$ cat src/rtl/pio_tmr_pkg.sv
package pio_tmr_pkg;
  localparam int PDW = 8;
  localparam int PAW = 4;

  localparam logic [PAW-1:0] ADR_PA_DATA = 4'd0;
  localparam logic [PAW-1:0] ADR_PB_DATA = 4'd1;
  localparam logic [PAW-1:0] ADR_PA_DIR  = 4'd2;
  localparam logic [PAW-1:0] ADR_PB_DIR  = 4'd3;
  localparam logic [PAW-1:0] ADR_CTL_A   = 4'd14;
  localparam logic [PAW-1:0] ADR_CTL_B   = 4'd15;

  localparam int CTL_START  = 0;
  localparam int CTL_OVL_EN = 1;
  localparam int CTL_HIDDEN = 4;
  localparam int OVL_BIT_A  = 6;
  localparam int OVL_BIT_B  = 7;

  // Undriven bits read as 1.
  function automatic logic [PDW-1:0] dir_view(input logic [PDW-1:0] data,
                                              input logic [PDW-1:0] dir);
    return data | ~dir;
  endfunction

  // Control readback: hidden bits removed, live state shown in the start bit.
  function automatic logic [PDW-1:0] ctl_view(input logic [PDW-1:0] ctl,
                                              input logic run);
    logic [PDW-1:0] v;
    v = ctl;
    v[CTL_HIDDEN] = 1'b0;
    v[CTL_START]  = run;
    return v;
  endfunction

  // Replace port B bits with timer levels when enabled.
  function automatic logic [PDW-1:0] pb_overlay(input logic [PDW-1:0] v,
                                                input logic en_a, input logic lvl_a,
                                                input logic en_b, input logic lvl_b);
    logic [PDW-1:0] r;
    r = v;
    if (en_a) r[OVL_BIT_A] = lvl_a;
    if (en_b) r[OVL_BIT_B] = lvl_b;
    return r;
  endfunction

  function automatic logic is_storage(input logic [PAW-1:0] a);
    return (a > ADR_PB_DIR) && (a < ADR_CTL_A);
  endfunction
endpackage

$ cat src/rtl/pio_port_bank.sv
module pio_port_bank #(
  parameter int DW = 8
) (
  input  logic          clk,
  input  logic          rst_n,
  input  logic          wr_data,
  input  logic          wr_dir,
  input  logic [DW-1:0] wdata,
  output logic [DW-1:0] data_q,
  output logic [DW-1:0] dir_q
);
  always_ff @(posedge clk or negedge rst_n) begin
    if (!rst_n) begin
      data_q <= '0;
      dir_q  <= '0;
    end else begin
      if (wr_data) data_q <= wdata;
      if (wr_dir)  dir_q  <= wdata;
    end
  end
endmodule

$ cat src/rtl/pio_start_detect.sv
module pio_start_detect #(
  parameter int DW = 8,
  parameter int START_BIT = 0
) (
  input  logic          clk,
  input  logic          rst_n,
  input  logic          wr_ctl,
  input  logic [DW-1:0] wdata,
  output logic [DW-1:0] ctl_q,
  output logic          start_pulse
);
  logic start_edge;

  assign start_edge = wr_ctl && wdata[START_BIT] && !ctl_q[START_BIT];

  always_ff @(posedge clk or negedge rst_n) begin
    if (!rst_n) begin
      ctl_q       <= '0;
      start_pulse <= 1'b0;
    end else begin
      start_pulse <= start_edge;
      if (wr_ctl) ctl_q <= wdata;
    end
  end
endmodule

$ cat src/rtl/pio_storage.sv
module pio_storage #(
  parameter int AW = 4,
  parameter int DW = 8
) (
  input  logic          clk,
  input  logic          rst_n,
  input  logic          wr_en,
  input  logic [AW-1:0] waddr,
  input  logic [DW-1:0] wdata,
  input  logic [AW-1:0] raddr,
  output logic [DW-1:0] rdata
);
  import pio_tmr_pkg::*;
  localparam int DEPTH = 1 << AW;

  logic [DW-1:0] mem [DEPTH];

  for (genvar i = 0; i < DEPTH; i++) begin : g_loc
    localparam logic [AW-1:0] LOC = AW'(i);
    if (is_storage(LOC)) begin : g_used
      always_ff @(posedge clk or negedge rst_n) begin
        if (!rst_n) mem[i] <= '0;
        else if (wr_en && waddr == LOC) mem[i] <= wdata;
      end
    end else begin : g_unused
      assign mem[i] = '0;
    end
  end

  assign rdata = mem[raddr];
endmodule

$ cat src/rtl/pio_tmr_overlay.sv
module pio_tmr_overlay #(
  parameter int DW = pio_tmr_pkg::PDW,
  parameter int AW = pio_tmr_pkg::PAW
) (
  input  logic          clk,
  input  logic          rst_n,
  input  logic [AW-1:0] addr,
  input  logic          wr_en,
  input  logic [DW-1:0] wdata,
  output logic [DW-1:0] rd_data,
  input  logic          tmr_a_lvl,
  input  logic          tmr_b_lvl,
  input  logic          tmr_a_run,
  input  logic          tmr_b_run,
  output logic          tgl_rst_a,
  output logic          tgl_rst_b,
  output logic [DW-1:0] pa_drv,
  output logic [DW-1:0] pa_oe,
  output logic [DW-1:0] pb_drv,
  output logic [DW-1:0] pb_oe
);
  import pio_tmr_pkg::*;
  localparam int NPORT = 2;
  localparam int NTMR  = 2;

  logic [DW-1:0] p_data [NPORT];
  logic [DW-1:0] p_dir  [NPORT];
  logic [DW-1:0] ctl_q  [NTMR];
  logic [NTMR-1:0] start_pulse;
  logic [DW-1:0] store_rd;

  // Named events for the checker.
  logic [DW-1:0] ctl_a_q, ctl_b_q;
  logic          ovl_a_en, ovl_b_en;

  localparam logic [AW-1:0] DATA_ADR [NPORT] = '{ADR_PA_DATA, ADR_PB_DATA};
  localparam logic [AW-1:0] DIR_ADR  [NPORT] = '{ADR_PA_DIR, ADR_PB_DIR};
  localparam logic [AW-1:0] CTL_ADR  [NTMR]  = '{ADR_CTL_A, ADR_CTL_B};

  for (genvar p = 0; p < NPORT; p++) begin : g_port
    pio_port_bank #(.DW(DW)) u_bank (
      .clk    (clk),
      .rst_n  (rst_n),
      .wr_data(wr_en && addr == DATA_ADR[p]),
      .wr_dir (wr_en && addr == DIR_ADR[p]),
      .wdata  (wdata),
      .data_q (p_data[p]),
      .dir_q  (p_dir[p])
    );
  end

  for (genvar t = 0; t < NTMR; t++) begin : g_tmr
    pio_start_detect #(.DW(DW), .START_BIT(CTL_START)) u_start (
      .clk        (clk),
      .rst_n      (rst_n),
      .wr_ctl     (wr_en && addr == CTL_ADR[t]),
      .wdata      (wdata),
      .ctl_q      (ctl_q[t]),
      .start_pulse(start_pulse[t])
    );
  end

  pio_storage #(.AW(AW), .DW(DW)) u_store (
    .clk  (clk),
    .rst_n(rst_n),
    .wr_en(wr_en),
    .waddr(addr),
    .wdata(wdata),
    .raddr(addr),
    .rdata(store_rd)
  );

  assign ctl_a_q  = ctl_q[0];
  assign ctl_b_q  = ctl_q[1];
  assign ovl_a_en = ctl_a_q[CTL_OVL_EN];
  assign ovl_b_en = ctl_b_q[CTL_OVL_EN];

  assign pa_drv    = p_data[0];
  assign pa_oe     = p_dir[0];
  assign pb_drv    = p_data[1];
  assign pb_oe     = p_dir[1];
  assign tgl_rst_a = start_pulse[0];
  assign tgl_rst_b = start_pulse[1];

  always_comb begin
    unique case (addr)
      ADR_PA_DATA: rd_data = dir_view(p_data[0], p_dir[0]);
      ADR_PB_DATA: rd_data = pb_overlay(dir_view(p_data[1], p_dir[1]),
                                        ovl_a_en, tmr_a_lvl, ovl_b_en, tmr_b_lvl);
      ADR_PA_DIR:  rd_data = p_dir[0];
      ADR_PB_DIR:  rd_data = p_dir[1];
      ADR_CTL_A:   rd_data = ctl_view(ctl_a_q, tmr_a_run);
      ADR_CTL_B:   rd_data = ctl_view(ctl_b_q, tmr_b_run);
      default:     rd_data = store_rd;
    endcase
  end
endmodule

$ cat config.mk
export PLATFORM = sky130hd
export DESIGN_NAME = pio_tmr_overlay
export DESIGN_NICKNAME = d
export VERILOG_FILES = /design/src/rtl/pio_tmr_pkg.sv /design/src/rtl/pio_port_bank.sv /design/src/rtl/pio_start_detect.sv /design/src/rtl/pio_storage.sv /design/src/rtl/pio_tmr_overlay.sv
export SDC_FILE = /design/constraint.sdc
export NUM_CORES = 1
export LEC_CHECK = 0
export ABC_AREA = 1
export ABC_CLOCK_PERIOD_IN_PS = 1200
export BUFFER_PORTS_ARGS = -buffer_cell sky130_fd_sc_hd__buf_2
export CORE_MARGIN = 4
export CORE_UTILIZATION = 45
export DETAILED_ROUTE_END_ITERATION = 16
export REMOVE_ABC_BUFFERS = 1
export SETUP_SLACK_MARGIN = 0.4
export SLEW_MARGIN = 15
export SYNTH_ARGS = -nofsm -noshare
export SYNTH_HDL_FRONTEND = slang
export SYNTH_SLANG_ARGS = --single-unit
$ cat constraint.sdc
create_clock -name clk -period 1.2 [get_ports clk]
set_input_delay 0.06 -clock clk [delete_from_list [all_inputs] [get_ports clk]]
set_output_delay 0.06 -clock clk [all_outputs]
set_load 0.02 [all_outputs]
==> results of run 1 <==
## timing repair
| action | in CTS | in global routing |
|---|---|---|
| cloned | 1 | 2 |
| setup buffers | 8 | 26 |
| hold buffers | 5 | 0 |
| resized for setup | 114 | 142 |
| endpoints found under the setup margin | 128 | 152 |
| pin swaps | 24 | 31 |
| hold endpoints to repair | 134 | 0 |
## state kept, by name, indices dropped and copies added, names as in the netlist
| name | flops |
|---|---|
| g_tmr.u_start.ctl_q | 14 |
| g_port.u_bank.data_q | 16 |
| g_tmr.u_start.start_pulse | 2 |
| u_store.mem | 80 |
| g_port.u_bank.dir_q | 16 |
## routing by layer
metal	vias to the layer above	track usage, %	routed length, um
met2	183	39.71	9175
li1	2785	-	-
met1	2772	31.50	7856
met4	0	9.689	474
met3	35	5.132	966
met5	-	0	0
## metrics by stage
step | cells | setup WS, ns
after floorplan | 749 | -0.2566
after global placement | 1046 | -0.2754
after detailed placement | 1046 | -0.2639
after CTS | 1091 | -0.4048
after global routing | 1119 | -0.5027
final | 1119 | -0.3811
## final timing paths
kind / startpoint / endpoint / slack (ns) / cells after the start
max in group asynchronous: rst_n / u_store.mem[66] / 0.63 / 3
setup / recovery: u_store.mem[65] / rd_data[1] / -0.38 / 9
hold / removal: rst_n / g_port[1].u_bank.dir_q[5] / 0.05 / 2
hold reg to reg: g_tmr[0].u_start.ctl_q[0] / g_tmr[0].u_start.start_pulse / 0.43 / 1
setup reg to reg: g_port[0].u_bank.dir_q[2] / g_port[0].u_bank.dir_q[2] / 0.32 / 4
min in group clk: wr_en / g_port[1].u_bank.data_q[0] / 0.08 / 3
## power breakdown
group,total (W),internal [W],switching [W]
clock network,0.00448,0.00270,0.00179
logic,0.00367,0.00176,0.00190
registers,0.00594,0.00525,0.000693
total,0.0141,0.00971,0.00438
## cell usage after synthesis
library cell    n  area (um2)
dfrtp_1       128        3203
o211ai_1        1       7.510
nand3_1         7       35.03
o21ai_0        38       190.2
a21oi_1        43       215.2
o21ai_1        60       300.3
a22oi_1         7       52.55
buf_4           9       67.56
nand2_2         5       31.28
buf_2          12       60.06
nor3_1          4       20.02
inv_2           3       11.26
clkbuf_1       17       63.81
inv_1          41       153.9
nand3b_1        2       15.01
nor2_1         71       266.5
nand4_1         1       6.260
nor2_2          5       31.28
clkinv_1        1       3.750
nand2_1       326        1224
nor2_4          6       67.56
## cells by family (layout without fill, tap and decap cells)
group,count (synthesis),after routing,share of synthesized area (%)
compound gates,149,149,12.71
flops,128,128,53.16
buf+inv,83,239,5.980
simple gates,427,427,28.16
## critical path: cells and delay by family, from the launching register on
kind                   cells  cell delay (ns)
DFF                        1             0.38
and+or+nand+nor            8             0.58
buffers and inverters      1             0.14
## layout make-up
cell class                 count  share of cell area (%)
inverter                      45                   2.315
tap                          176                   2.563
timing repair buffer         163                   19.12
multi-input combinational    576                   32.79
sequential                   128                   37.29
clock buffer                  23                   5.446
clock inverter                 8                  0.4660
==> results.md, run 1 <==
- Final hold viol count: 0
- Initial antenna violation count: 0
- Most common cell after layout, fill and taps aside: nand2_1
- Crit start category: flop
- Fmax: 0.6325 GHz
- Post-DP HPWL: 12200 um
- Area of the multi-input gates: 2818 um2
- Leak: 4.267 nW
- Clock sink count: 128
- Smallest hold slack: 0.05381 ns
- CTS tree: yes
- Max Clock Skew: 0.0007424 ns
- Worst EP arrival: 1.52 ns
- Worst path max stage delay: 0.38 ns
- Post-DP Area: 6953 um2
- Tcrit/Tclk final: 131.8%
- Starting Density: 45.68%
- Power Density: 1640 nW/um2
- Post-route ant nets: 0
- Hold crit path type: input pin to async pin
- Worst slew pin tran: 0.5364 ns
- Post-Synthesis Cells: 787
- First-pass GRT wire length: 27910 um
- CTS Root Cell: clkbuf_16
- Slowest CP cell: dfrtp_1
- Yosys cell types: 21
- Outcome: finished, violations left
- Most frequent cells in the layout: nand2_1, dfrtp_1, o21ai_1, buf_6, buf_4
- Crit end category: output pin
- Design Area, Final: 8592 um2
- Max IR drop VDD: 0.9585 mV
- Total of max-cap violations: 0
- Post-synthesis register bit count: 128
- Final net count: 950
- Top cell by count, worst path: nand2_1
- Fin crit period: 1.581 ns
- Avg Inst Size Synth: 7.657 um2
- Vias: 5775
- Syn Std Cell Area: 6026 um2
- DIE AREA: 15310 um2
- Drt pass-1 iters: 5
- Worst EP required: 1.14 ns
- Total power: 0.01409 W
- Ports: 61
- Drt drc: 0
- Vias per std cell: 5.161
- Cts bufs inserted: 17
- Final setup viols: 8
- Fill cells: 1083
- Layout cells sized above 1: 30.54%
- Worst-case clock buffer depth: 2
- Max-slew headroom at the worst pin: 64.20%
- Crit path cell chain: nand2_1 > nand2_1 > nand2_1 > nand2_1 > nand2_2 > nand2_2 > nor2_2 > nand2_1 > buf_6
- Slew Viols, Final: 0
- Inserted Diodes: 0
- Initial drt markers: 439
- Storage element area: 3204 um2
- # rows: 42
- Crit Path Max Fanout: 2
- Violated checks: setup timing
- Sequential-to-total area share from yosys stat: 53.16%
- Die width: 123.7 um
- Finished Core Util: 65.14%
- Crit Path Class: flop to output pin
- RSZ-0062 raised after global routing: true
- Core Area: 13190 um2
- H-tree depth: 4
- Routability cong.: 0.9365
- Worst setup margin: -0.3811 ns
- CTS clk-pin slew, worst paths: 0.05 ns
- Remaining global-route overflow: 0
- Final wirelength: 18470 um
- Pin count of the biggest net entering global routing: 41
- Routed WL per cell: 16.51 um
- Ys Warns: 0
- I/O Buffers: 60
- Worst-Skew Late Latency: 0.41 ns
- Vias in the first global route: 5347
- Die Span Y: 123.7 um
- Layout area overhead: 42.59%
- Sum of negative setup slack: -2.839 ns
- GRT Total Usage: 24.26%
(Power assumes the default switching activity.)
==> inputs of run 2 (changes only) <==
ABC_CLOCK_PERIOD_IN_PS = 1570   (was 1200)
CAP_MARGIN = 20   (was not set)
CORE_ASPECT_RATIO = 0.5   (was not set)
clock period = 1.57 ns   (was 1.2 ns; I/O delays follow)
==> run 2 against run 1 <==
The flow still finishes with violations (setup timing). Via count down 4.8%. Die area up 0.74%. Sequential power down 25%. Critical path type unchanged. Largest cell class unchanged.
==> results.md, run 2 (synthesis results as in run 1) <==
- Initial drt markers: 499 (+14%)
- Post-DP Area: 6750 um2 (-2.9%)
- Worst-case clock buffer depth: 2 (unchanged)
- Int Power: 0.007512 W (-23%)
- Net Sw Frac: 31.21% (+0.12 points)
- Critical Path Stages: 9 (unchanged)
- Most frequent cells in the layout: nand2_1, dfrtp_1, nor2_1, o21ai_1, buf_4
- Worst path max stage delay: 0.40 ns (+0.02 ns)
- Fmax: 0.6138 GHz
- Power Density: 1402 nW/um2 (-14%)
- Die width: 171.7 um (+39%)
- Top cell by count, worst path: nand2_2
- Drt drc: 0 (unchanged)
- Final net count: 913 (-3.9%)
- CTS tree: yes
- CTS clk-pin slew, worst paths: 0.06 ns (about the same)
- Vias: 5495 (-4.8%)
- Drt pass-1 iters: 5 (unchanged)
- Post-DP HPWL: 11470 um (-6.0%)
- Crit start category: flop
- Core Area: 12880 um2 (-2.3%)
- Vias in the first global route: 5070 (-5.2%)
- Reg2Reg Depth: 3 (-1)
- Initial antenna violation count: 0 (unchanged)
- Crit path cell chain: nand2_1 > nand2_1 > nand2_1 > nand2_2 > nand2_2 > nand2_2 > nor2_4 > nand2_2 > buf_6
- Most common cell after layout, fill and taps aside: nand2_1
- Worst EP required: 1.49 ns (+0.35 ns)
- Starting Density: 46.78% (+1.1 points)
- H-tree depth: 4 (unchanged)
- Worst EP arrival: 1.55 ns (+0.03 ns)
- Layout area overhead: 29.24%
- Slew Viols, Final: 0 (unchanged)
- Register bank with the most flops: u_store.mem
- Leak: 3.963 nW (-7.1%)
- CP top delay family: simple AND/OR/NAND/NOR gates
- Outcome: finished, violations left
- Max-slew headroom at the worst pin: 64.06% (-0.14 points)
- Biggest regs: u_store.mem x80, g_port.u_bank.data_q x16, g_port.u_bank.dir_q x16
- Crit end category: output pin
- First-pass GRT wire length: 27460 um (-1.6%)
- Crit Path Class: flop to output pin
- Max reg flops: 80 (unchanged)
- Worst-Skew Late Latency: 0.42 ns (about the same)
- Ports: 61 (unchanged)
- DIE AREA: 15420 um2 (+0.74%)
- Fin crit period: 1.629 ns
- Fill cells: 1192 (+10%)
- Worst slew pin tran: 0.5385 ns (+0.002150 ns)
- Finished Core Util: 60.46% (-4.7 points)
- Worst setup margin: -0.05930 ns (+0.3218 ns)
- Hold crit path type: input pin to flop
- RSZ-0062 raised after global routing: true
- Max Clock Skew: 0.0004317 ns (-0.0003107 ns)
- Remaining global-route overflow: 0 (unchanged)
- Logic pwr share: 21.4% (-4.6 points)
- Seq pwr share: 40.9% (-1.3 points)
- Crit Path Max Fanout: 2 (unchanged)
- Total of max-cap violations: 0 (unchanged)
- Tcrit/Tclk final: 103.8%
- Post-route ant nets: 0 (unchanged)
- Smallest hold slack: 0.09401 ns (+0.04020 ns)
- Max IR drop VDD: 0.5657 mV (-41%)
- Routed WL per cell: 16.17 um (-2.1%)
- Net Switching: 0.003409 W (-22%)
- Routability cong.: 0.8637 (-7.8%)
- Slowest CP cell: dfrtp_1
- Inserted Diodes: 0 (unchanged)
- Crit path buffers/inverters: 1 (unchanged)
- # rows: 29 (-31%)
- Pin count of the biggest net entering global routing: 43 (+4.9%)
- Clock sink count: 128 (unchanged)
- GRT Total Usage: 22.86% (-1.4 points)
- Hold path cells: 4
- Final wirelength: 17410 um (-5.7%)
- I/O Buffers: 60 (unchanged)
- Final hold viol count: 0 (unchanged)
- CTS Root Cell: clkbuf_16
- Clock power share: 37.7% (+5.9 points)
- Violated checks: setup timing
- Design Area, Final: 7787 um2 (-9.4%)
- Die Span Y: 89.83 um (-27%)
- Cts bufs inserted: 17 (unchanged)
- Final setup viols: 7 (-1)
- Layout cells sized above 1: 23.59% (-6.9 points)
- Vias per std cell: 5.102 (-1.1%)
run 2: changes by cell type in the layout (fill, tap and decap cells not counted), moves of 7 or more:
cell / previous run / this run
buf_6: 65 / 10
buf_2: 14 / 49
nor2_1: 47 / 62
o21ai_0: 25 / 37
a21oi_1: 34 / 43
a21oi_2: 9 / 0
nor2_2: 17 / 8
buf_4: 62 / 54
nand2_1: 292 / 300
clkinv_2: 8 / 1
o21ai_2: 7 / 0
run 2: through the flow:
step | std cells | setup WS [ns] | setup TNS (ns) | power (W)
3_5_place_dp | 1019 | 0.1232 | 0 | 0.006508
4_1_cts | 1057 | -0.09599 | -0.4106 | 0.01070
3_3_place_gp | 1019 | 0.1471 | 0 | 0.006450
6_report | 1077 | -0.05930 | -0.2171 | 0.01092
2_1_floorplan | 749 | 0.08547 | 0 | 0.005691
5_1_grt | 1077 | -0.1317 | -0.7831 | 0.01146
run 2: what timing repair did:
action / 4_1_cts / 5_1_grt
endpoints found under the setup margin: 8 / 9
endpoints found under the hold margin: 133 / 0
hold buffers: 5 / 0
pin swaps: 19 / 22
resized for setup: 38 / 34
buffers inserted: 1 / 20
run 2: metal layers:
layer | vias to the layer above | wire, um | GRT usage (%)
met5 | - | 0 | 0
met4 | 0 | 287 | 7.053
met3 | 22 | 955 | 3.769
met2 | 171 | 7882 | 35.07
met1 | 2595 | 8288 | 33.32
li1 | 2707 | - | -
run 2: layout make-up:
| cell class | count | area, um2 | area share [%] |
|---|---|---|---|
| inverter | 45 | 172.7 | 2.217 |
| timing repair buffer | 126 | 973.4 | 12.50 |
| sequential | 128 | 3204 | 41.15 |
| clock buffer | 18 | 429.2 | 5.511 |
| clock inverter | 14 | 180.2 | 2.314 |
| tap | 170 | 212.7 | 2.731 |
| multi-input combinational | 576 | 2615 | 33.58 |
run 2: worst paths after layout:
| path | endpoint | from | slack, ns |
|---|---|---|---|
| max reg2reg | g_port[0].u_bank.dir_q[5] | g_port[0].u_bank.dir_q[5] | 0.77 |
| min | g_tmr[0].u_start.ctl_q[0] | wr_en | 0.09 |
| max | rd_data[1] | u_store.mem[73] | -0.06 |
| min in group asynchronous | u_store.mem[93] | rst_n | 0.13 |
| min reg2reg | g_tmr[1].u_start.start_pulse | g_tmr[1].u_start.ctl_q[0] | 0.43 |
| max in group asynchronous | u_store.mem[18] | rst_n | 0.85 |
run 2: worst register-to-register path, cell delays in order, from the launching register on:
cell and delay [ns]:
dfrtp_1 0.41, buf_4 0.15, nand2_1 0.05, o21ai_0 0.07
run 2: power groups by stage:
stage,Combinational (W),Clock (W),Sequential (W)
global placement,0.00196,0,0.00449
floorplan,0.00109,0,0.00460
detailed placement,0.00200,0,0.00451
CTS,0.00212,0.00413,0.00445
finish,0.00233,0.00412,0.00447
global route,0.00263,0.00429,0.00455
==> inputs of run 3 (changes only) <==
ABC_CLOCK_PERIOD_IN_PS = 1900   (was 1570)
CORE_UTILIZATION = 55   (was 45)
PLACE_DENSITY = 0.75   (was not set)
clock period = 1.9 ns   (was 1.57 ns; I/O delays follow)
==> run 3 against run 2 <==
Flip-flop and latch count is the same. Count of clock-buffer cells in the layout rose by 6. Sequential power fell by 17%. Largest cell class unchanged. The run now ends clean. Critical path depth unchanged. Worst hold slack got worse by 0.028 ns. Clock power is 26% lower. Highest routed layer unchanged. Setup slack gained 0.26 ns. Critical path type unchanged. Design area shrank 4.7%.
==> results.md, run 3 (synthesis results as in run 1) <==
- Met1 GRT Util: 40.07% (+6.7 points)
- Total of max-cap violations: 0 (unchanged)
- Int Power: 0.005957 W (-21%)
- Worst EP required: 1.80 ns (+0.31 ns)
- Net Switching: 0.002639 W (-23%)
- Logic pwr share: 21.6% (+0.2 points)
- Pre-CTS setup slack: 0.1819 ns (+0.05871 ns)
- First-pass GRT wire length: 27520 um (+0.23%)
- R2R Path End: u_store.mem[50]
- Biggest regs: u_store.mem x80, g_port.u_bank.data_q x16, g_port.u_bank.dir_q x16
- Die width: 156.0 um (-9.1%)
- Leak: 3.814 nW (-3.8%)
- Fin crit period: 1.704 ns
- Vias: 5705 (+3.8%)
- Finished Core Util: 71.05% (+11 points)
- # rows: 26 (-10%)
- Worst slew pin tran: 0.7294 ns (+0.1909 ns)
- Slew Viols, Final: 0 (unchanged)
- Core Area: 10440 um2 (-19%)
- Outcome: finished clean
- Worst EP arrival: 1.61 ns (+0.06 ns)
- Tcrit/Tclk final: 89.67%
- R2R Setup Slk: 0.96 ns (+0.19 ns)
- Max Clock Skew: 0.004162 ns (+0.003730 ns)
- Most common cell after layout, fill and taps aside: nand2_1
- Vias in the first global route: 5286 (+4.3%)
- Most frequent cells in the layout: nand2_1, dfrtp_1, nor2_1, o21ai_1, buf_2
- H-tree depth: 4 (unchanged)
- Register bank with the most flops: u_store.mem
- Post-route ant nets: 0 (unchanged)
- Crit Path Max Fanout: 2 (unchanged)
- Seq pwr share: 43.1% (+2.2 points)
- Ports: 61 (unchanged)
- Reg2reg start: u_store.mem[50]
- Max-slew headroom at the worst pin: 51.32% (-13 points)
- Worst-case clock buffer depth: 2 (unchanged)
- Starting Density: 57.70% (+11 points)
- Sum of negative setup slack: 0 ns (+0.2171 ns)
- Die Span Y: 82.02 um (-8.7%)
- Power Density: 1159 nW/um2 (-17%)
- Cts bufs inserted: 17 (unchanged)
- CTS clk-pin slew, worst paths: 0.05 ns (about the same)
- Vias per std cell: 5.582 (+9.4%)
- Initial antenna violation count: 0 (unchanged)
- Net Sw Frac: 30.70% (-0.51 points)
- Routability cong.: 0.8721 (+0.97%)
- Fmax: 0.5869 GHz
- Remaining global-route overflow: 0 (unchanged)
- Final net count: 890 (-2.5%)
- Clock power share: 35.4% (-2.3 points)
- GRT Total Usage: 28.15% (+5.3 points)
- Layout area overhead: 23.13%
- Worst-Skew Late Latency: 0.41 ns (about the same)
- Crit Path Class: flop to output pin
- Initial drt markers: 707 (+42%)
- I/O Buffers: 60 (unchanged)
- Post-DP Area: 6480 um2 (-4.0%)
- Final wirelength: 17450 um (+0.18%)
- Routed WL per cell: 17.07 um (+5.6%)
- Final setup viols: 0 (-7)
- DIE AREA: 12800 um2 (-17%)
- Crit end category: output pin
- Grt met3 use: 5.158% (+1.4 points)
- Max reg flops: 80 (unchanged)
- CTS tree: yes
- Reg2Reg Depth: 4 (+1)
- Hold crit path type: input pin to async pin
- Final hold viol count: 0 (unchanged)
- Drt pass-1 iters: 5 (unchanged)
- Pin count of the biggest net entering global routing: 83 (+93%)
- Inserted Diodes: 0 (unchanged)
- Max IR drop VDD: 0.5476 mV (-3.2%)
- Crit start category: flop
- Design Area, Final: 7420 um2 (-4.7%)
- Layout cells sized above 1: 20.07% (-3.5 points)
- CTS Root Cell: clkbuf_16
- Worst setup margin: 0.1962 ns (+0.2555 ns)
- M2 GR Usage: 43.69% (+8.6 points)
- Clock sink count: 128 (unchanged)
- Post-DP HPWL: 10950 um (-4.5%)
- RSZ-0062 raised after global routing: true
- Drt drc: 0 (unchanged)
- Most Crowded Layer GR: met2
-- run 3: critical path, stage by stage (launching register included) --
cell and delay [ns]:
dfrtp_1 0.39, nand2_1 0.09, nand2_1 0.07, nand2_1 0.07
nand2_1 0.06, nand2_2 0.07, nand2_2 0.08, nor2_4 0.13
nand2_1 0.08, buf_4 0.16
-- run 3: final cells by class --
type | instances | area [um2]
flip-flops and latches | 128 | 3203
repair buffers | 103 | 726.9
clock buffers | 24 | 491.7
inverters | 45 | 175.2
clock inverters | 6 | 57.56
well taps | 140 | 175.2
multi-input cells | 576 | 2590
fillers | 804 | 3023
-- run 3: power by group through the flow --
stage          Sequential [W]  Combinational (W)  Clock [W]
5_1_grt               0.00376            0.00207    0.00318
4_1_cts               0.00368            0.00171    0.00306
3_5_place_dp          0.00372            0.00160          0
6_report              0.00370            0.00185    0.00304
3_3_place_gp          0.00371            0.00156          0
2_1_floorplan         0.00380           0.000899          0
-- run 3: how the worst max path moves through the flow --
stage,start,to,slack (ns),depth (start not counted)
after floorplan,addr[0],rd_data[0],0.38,9
after global placement,addr[1],rd_data[5],0.24,9
after detailed placement,addr[1],g_port[1].u_bank.data_q[7],0.18,7
after CTS,u_store.mem[50],rd_data[2],0.22,9
after global routing,g_port[0].u_bank.dir_q[5],rd_data[5],0.16,6
final,u_store.mem[71],rd_data[7],0.20,9
-- run 3: routing by layer --
metal	up-vias	part of all wire (%)	wire length (um)
met2	286	45	7794
met1	2715	44	7736
met5	-	0	0
met4	0	2.4	412
met3	52	8.6	1502
li1	2652	-	-
-- run 3: per-stage QoR --
step                      total power [W]  hold slack (ns)  std cells
final                            0.008596          0.06631       1022
after global routing             0.009010          0.08445       1022
after CTS                        0.008454          0.04889       1004
after detailed placement         0.005322         -0.06040        968
after global placement           0.005263         -0.06069        968
after floorplan                  0.004703          -0.2006        749
-- run 3: what timing repair did --
action,in CTS,in global routing
hold endpoints to repair,133,0
resized for setup,31,28
buffers inserted,1,17
gates cloned,0,1
pin swaps,19,22
hold buffers,5,0
setup endpoints to repair,8,8
